## config.mk

```make
export PLATFORM = sky130hd
export DESIGN_NAME = rmii10_phy_dibit
export DESIGN_NICKNAME = d
export VERILOG_FILES = /design/src/rtl/rmii10_pkg.sv /design/src/rtl/rmii10_window.sv /design/src/rtl/rmii10_tx_pack.sv /design/src/rtl/rmii10_rx_split.sv /design/src/rtl/rmii10_phy_dibit.sv
export SDC_FILE = /design/constraint.sdc
export NUM_CORES = 1
export LEC_CHECK = 0
export BUFFER_PORTS_ARGS = -buffer_cell sky130_fd_sc_hd__buf_2
export CORE_UTILIZATION = 35
export CTS_CLUSTER_SIZE = 16
export DETAILED_ROUTE_END_ITERATION = 8
export GPL_TIMING_DRIVEN = 1
export RECOVER_POWER = 100
export SETUP_SLACK_MARGIN = 0.3
export SLEW_MARGIN = 20
export SYNTH_ARGS = -nofsm -noshare
export SYNTH_HDL_FRONTEND = slang
export SYNTH_SLANG_ARGS = --single-unit
```

## constraint.sdc

```tcl
create_clock -name clk -period 2.7 [get_ports clk]
set_input_delay 0.135 -clock clk [delete_from_list [all_inputs] [get_ports clk]]
set_output_delay 0.135 -clock clk [all_outputs]
set_load 0.03 [all_outputs]
```

## src/rtl/rmii10_pkg.sv

```systemverilog
`timescale 1ns/1ps
package rmii10_pkg;
    localparam int DIBIT_W = 2;
    localparam int NIB_W   = 2 * DIBIT_W;

    typedef logic [DIBIT_W-1:0] dibit_t;
    typedef logic [NIB_W-1:0]   nibble_t;
endpackage

```

## src/rtl/rmii10_window.sv

```systemverilog
`timescale 1ns/1ps
// Sample-window generator: one tick per DIV clocks while enable is high,
// with the first tick on the clock where enable rises.
module rmii10_window #(
    parameter int DIV = 10
) (
    input  logic clk,
    input  logic rst,
    input  logic en,
    output logic tick,
    output logic en_fall
);
    localparam int CW = (DIV > 1) ? $clog2(DIV) : 1;
    localparam logic [CW-1:0] LAST = CW'(DIV - 1);

    typedef struct packed {
        logic [CW-1:0] cnt;
        logic          en;
    } win_t;

    win_t win_q, win_d;
    logic rise;
    logic wrap;

    always_comb begin
        rise    = en && !win_q.en;
        en_fall = !en && win_q.en;
        wrap    = (win_q.cnt == LAST);
        tick    = en && (rise || wrap);

        win_d.en  = en;
        win_d.cnt = (rise || wrap) ? '0 : win_q.cnt + 1'b1;
    end

    always_ff @(posedge clk) begin
        if (rst) win_q <= '0;
        else     win_q <= win_d;
    end

    AST_WIN_CNT_RANGE: assert property (@(posedge clk) disable iff (rst)
        win_q.cnt <= LAST);

    AST_WIN_ALIGN: assert property (@(posedge clk) disable iff (rst)
        (en && !win_q.en) |=> (win_q.cnt == '0));
endmodule

```

## src/rtl/rmii10_tx_pack.sv

```systemverilog
`timescale 1ns/1ps
// Transmit packer: pairs accepted dibits into nibbles, low half first.
module rmii10_tx_pack
    import rmii10_pkg::*;
(
    input  logic    clk,
    input  logic    rst,
    input  logic    tick,
    input  logic    en_fall,
    input  dibit_t  dibit_in,
    output nibble_t nib,
    output logic    nib_vld,
    output logic    ferr
);
    typedef struct packed {
        dibit_t  lo;
        logic    half;
        nibble_t nib;
        logic    vld;
        logic    ferr;
    } pk_t;

    pk_t pk_q, pk_d;

    always_comb begin
        pk_d      = pk_q;
        pk_d.vld  = 1'b0;
        pk_d.ferr = 1'b0;
        if (tick) begin
            if (!pk_q.half) begin
                pk_d.lo   = dibit_in;
                pk_d.half = 1'b1;
            end else begin
                pk_d.nib  = {dibit_in, pk_q.lo};
                pk_d.vld  = 1'b1;
                pk_d.half = 1'b0;
            end
        end else if (en_fall) begin
            pk_d.ferr = pk_q.half;
            pk_d.half = 1'b0;
            pk_d.lo   = '0;
        end
    end

    always_ff @(posedge clk) begin
        if (rst) pk_q <= '0;
        else     pk_q <= pk_d;
    end

    assign nib     = pk_q.nib;
    assign nib_vld = pk_q.vld;
    assign ferr    = pk_q.ferr;

    AST_NO_STROBE_AND_ERR: assert property (@(posedge clk) disable iff (rst)
        !(pk_q.vld && pk_q.ferr));

    AST_HALF_CLEARED_AFTER_FALL: assert property (@(posedge clk) disable iff (rst)
        en_fall |=> !pk_q.half);
endmodule

```

## src/rtl/rmii10_rx_split.sv

```systemverilog
`timescale 1ns/1ps
// Receive splitter: sends a nibble as two dibits, each held DIV clocks,
// launched on the falling edge.
module rmii10_rx_split
    import rmii10_pkg::*;
#(
    parameter int DIV = 10
) (
    input  logic    clk,
    input  logic    rst,
    input  nibble_t nib_in,
    input  logic    nib_vld,
    output dibit_t  dibit_out
);
    localparam int SPAN = 2 * DIV;
    localparam int CW   = $clog2(SPAN);
    localparam logic [CW-1:0] LAST = CW'(SPAN - 1);
    localparam logic [CW-1:0] HALF = CW'(DIV);

    typedef struct packed {
        logic          busy;
        logic [CW-1:0] cnt;
        nibble_t       nib;
    } sp_t;

    sp_t    sp_q, sp_d;
    logic   take;
    dibit_t cur;
    dibit_t out_q;

    always_comb begin
        take = nib_vld && (!sp_q.busy || sp_q.cnt == LAST);
        sp_d = sp_q;
        if (take) begin
            sp_d.busy = 1'b1;
            sp_d.cnt  = '0;
            sp_d.nib  = nib_in;
        end else if (sp_q.busy) begin
            if (sp_q.cnt == LAST) begin
                sp_d.busy = 1'b0;
                sp_d.cnt  = '0;
                sp_d.nib  = '0;
            end else begin
                sp_d.cnt = sp_q.cnt + 1'b1;
            end
        end

        if (!sp_q.busy)            cur = '0;
        else if (sp_q.cnt < HALF)  cur = sp_q.nib[DIBIT_W-1:0];
        else                       cur = sp_q.nib[NIB_W-1:DIBIT_W];
    end

    always_ff @(posedge clk) begin
        if (rst) sp_q <= '0;
        else     sp_q <= sp_d;
    end

    always_ff @(negedge clk) begin
        if (rst) out_q <= '0;
        else     out_q <= cur;
    end

    assign dibit_out = out_q;

    AST_RX_CNT_RANGE: assert property (@(posedge clk) disable iff (rst)
        sp_q.cnt <= LAST);

    AST_RX_LOAD: assert property (@(posedge clk) disable iff (rst)
        (nib_vld && !sp_q.busy) |=> (sp_q.busy && sp_q.cnt == '0));

    AST_RX_IDLE_OUT: assert property (@(posedge clk) disable iff (rst)
        !sp_q.busy |-> (dibit_out == '0));
endmodule

```

## src/rtl/rmii10_phy_dibit.sv

```systemverilog
`timescale 1ns/1ps
module rmii10_phy_dibit
    import rmii10_pkg::*;
#(
    parameter int DIV = 10
) (
    input  logic             clk,
    input  logic             rst,
    input  logic             tx_enable,
    input  logic [1:0]       tx_dibit,
    output logic [3:0]       tx_nibble,
    output logic             tx_nibble_vld,
    output logic             tx_frame_err,
    input  logic [3:0]       rx_nibble,
    input  logic             rx_nibble_vld,
    output logic [1:0]       rx_dibit
);
    logic tick;
    logic en_fall;

    rmii10_window #(.DIV(DIV)) u_window (
        .clk     (clk),
        .rst     (rst),
        .en      (tx_enable),
        .tick    (tick),
        .en_fall (en_fall)
    );

    rmii10_tx_pack u_pack (
        .clk      (clk),
        .rst      (rst),
        .tick     (tick),
        .en_fall  (en_fall),
        .dibit_in (tx_dibit),
        .nib      (tx_nibble),
        .nib_vld  (tx_nibble_vld),
        .ferr     (tx_frame_err)
    );

    rmii10_rx_split #(.DIV(DIV)) u_split (
        .clk       (clk),
        .rst       (rst),
        .nib_in    (rx_nibble),
        .nib_vld   (rx_nibble_vld),
        .dibit_out (rx_dibit)
    );

    AST_NO_IDLE_STROBE: assert property (@(posedge clk) disable iff (rst)
        tx_nibble_vld |-> $past(tx_enable));

    AST_STROBE_PULSE: assert property (@(posedge clk) disable iff (rst)
        tx_nibble_vld |=> !tx_nibble_vld);

    AST_NIBBLE_HOLD: assert property (@(posedge clk) disable iff (rst)
        !tx_nibble_vld |-> $stable(tx_nibble));

    AST_FERR_AFTER_FALL: assert property (@(posedge clk) disable iff (rst)
        tx_frame_err |-> ($past(tx_enable, 2) && !$past(tx_enable)));
endmodule

```

==> impl_metrics.tcl <==
set metrics [dict create \
    die_y_um 59.88 \
    clk_latency_ns 0.38 \
    run_status "complete, no violations" \
    fp.dieW_um 59.88 \
    grt_pass1_vias 773 \
    cts_buffers 3 \
    antennaDiodeCount 0 \
    finalWirelength_mm 2.165 \
    slew_headroom 0.3646 \
    antenna_found_initial 0 \
    dp_hpwl_mm 1.490 \
    synth_area_um2 1172 \
    worst_pin_slew_ns 0.9531 \
    critPathKind "flop to output port" \
    portBuffers 17 \
    nFillCells 331 \
    grt_overflow 0 \
    fin_skew_ns 0.06232 \
    synthDominantCellAreaShare 0.4440 \
    crit_fanout 1 \
    ant_nets 0 \
    whs_ns 0.05135 \
    gp_congestion 0.7877 \
    cts_hold_buf 0 \
    crit_slowest_cell "dfxtp_1" \
    synth_area_leaders "dfxtp_1 44%, nand2b_1 10%, mux2i_1 5.1%" \
    row_count 20 \
    drv_cap 0 \
    drc_errors 0 \
    viasPerCell 4.880 \
    synth.avg_cell_area_um2 9.610 \
    layout_common_cells "25 x dfxtp_1, 19 x nand2b_1, 10 x clkbuf_1" \
    finalHoldViolCount 0 \
    crit_chain "clkbuf_1" \
    grt_max_degree 27 \
    worst_slack_ns 0.2307 \
    slowest_delay_ns 0.30 \
    p_per_area_nw_per_um2 542.1 \
    cts_tree "built" \
    root_buffer "clkbuf_4" \
    final_util 0.4194 \
    p_leak_nw 0.4866 \
    stdcell_count 183 \
    clk_pin_slew_ns 0.14 \
    final.setup.tns_ns 0 \
    drive_above_1_share 0.1367 \
    num_vias 893 \
    dp_slack_ns 0.3012 \
    dp.cells 177 \
    firstDrtPassIters 4 \
    ys_types 31 \
    grt.total_usage 0.1261 \
    min_path_type "primary input to flop" \
    cts.sinks 26 \
    yosysSeqAreaShare 0.4440 \
    start_util 0.3778 \
    end_kind "output port" \
    cp.arrival_ns 2.33 \
    synth_cells 122 \
    finalNetCount 153 \
    ios 18 \
    clock_path_buffers 2 \
    cp_top_family "flip-flops" \
    synth_nets 135 \
    yosys.area.top_type "dfxtp_1" \
    wl_per_cell_um 11.83 \
    crit_buf_inv 1 \
    ys_seq_elements 26 \
    ir_drop_mv 0.1722 \
    drt-initial-drc-count 36 \
    setup_violations 0 \
    layout_commonest_cell "dfxtp_1" \
    yosysWarnings 0 \
    worstPathRequired_ns 2.57 \
    htreeDepth 1 \
    area_growth_pct 10.99 \
    coreArea_um2 3103 \
    rsz0062_at_grt "true" \
    startpoint_type "flop" \
    dieArea_um2 3585 \
    grt_pass1_wl_mm 3.401 \
    maxSlewViolCount 0 \
]
==> final cells by class <==
cell class                 count  area (um^2)  share of cell area
multi-input combinational     81        561.8              0.4317
sequential                    26        521.8              0.4010
timing repair buffer          20        92.59             0.07115
inverter                       6        22.52             0.01731
clock inverter                 3        25.02             0.01923
clock buffer                   3        22.52             0.01731
tap                           44        55.05             0.04231
==> logic make-up after synthesis <==
group | synth area share
buffers and inverters | 0.06190
and+or+nand+nor | 0.2401
DFF | 0.4440
xor gates and xnor gates | 0.02242
muxes | 0.05123
adders and majority gates | 0.03202
AOI/OAI and AO/OA | 0.1483
==> synthesized netlist by cell type, drive strengths merged <==
library cell  count
a32oi             1
ha                3
nand4b            2
a211oi            1
xnor2             1
nor2b             3
mux2i             6
nand2b           19
nor2              9
o32ai             4
a21bo             1
nand3b            2
nand4             1
nand4bb           1
and4b             1
nand3             2
xor2              2
dfxtp            26
inv               7
o21a              1
or3               2
o21ai             5
a21oi             7
buf               5
a21o              1
clkbuf            3
a221oi            3
nand2             3
==> power by group <==
| group | switching [W] | internal (W) |
|---|---|---|
| registers | 0.00000851 | 0.000398 |
| clock network | 0.000123 | 0.000106 |
| logic | 0.0000401 | 0.0000299 |
| total | 0.000171 | 0.000534 |
==> worst reg2reg max path, cell delays in order (launching register included) <==
cell and delay [ns]:
dfxtp_2 0.37, o21a_1 0.21, or3_1 0.31, a21oi_1 0.13
==> registers in the layout (all words and copies together) (netlist names) <==
| register | cells |
|---|---|
| u_pack.ferr | 1 |
| u_split.sp_q | 10 |
| u_split.dibit_out | 2 |
| u_pack.pk_q | 3 |
| u_pack.nib | 4 |
| u_pack.nib_vld | 1 |
| u_window.win_q | 5 |
==> path summary, 6_finish.rpt <==
| check | start | endpoint | slack [ns] | cells past startpoint |
|---|---|---|---|---|
| setup / recovery | u_split.dibit_out[1]$_SDFF_NP0_ | rx_dibit[1] | 0.23 | 1 |
| hold / removal | rx_nibble[0] | u_split.sp_q[0]$_SDFFE_PP0P_ | 0.05 | 3 |
| setup reg to reg | u_split.sp_q[5]$_SDFFE_PP0P_ | u_split.dibit_out[0]$_SDFF_NP0_ | 0.32 | 3 |
| hold reg to reg | u_pack.nib[3]$_SDFFE_PP0P_ | u_pack.nib[3]$_SDFFE_PP0P_ | 0.48 | 2 |
==> metrics by stage <==
step	total power, W	instance area, um^2
2_1_floorplan	0.0004711	1172
3_3_place_gp	0.0004896	1281
3_5_place_dp	0.0004924	1281
4_1_cts	0.0007129	1326
5_1_grt	0.0007410	1301
6_report	0.0007054	1301
==> routing by layer <==
metal  vias to the layer above  track usage  share of wire
met5                         -            0              0
met4                         0      0.05980          0.020
met3                         7      0.02597          0.039
met2                        20       0.1984           0.46
met1                       414       0.1640           0.48
li1                        452            -              -
==> what timing repair did <==
item	CTS	global route
cloned	0	0
resized for setup	1	7
setup endpoints to repair	1	3
buffers inserted	0	1
Note: power is estimated with default switching activity, not from simulation.
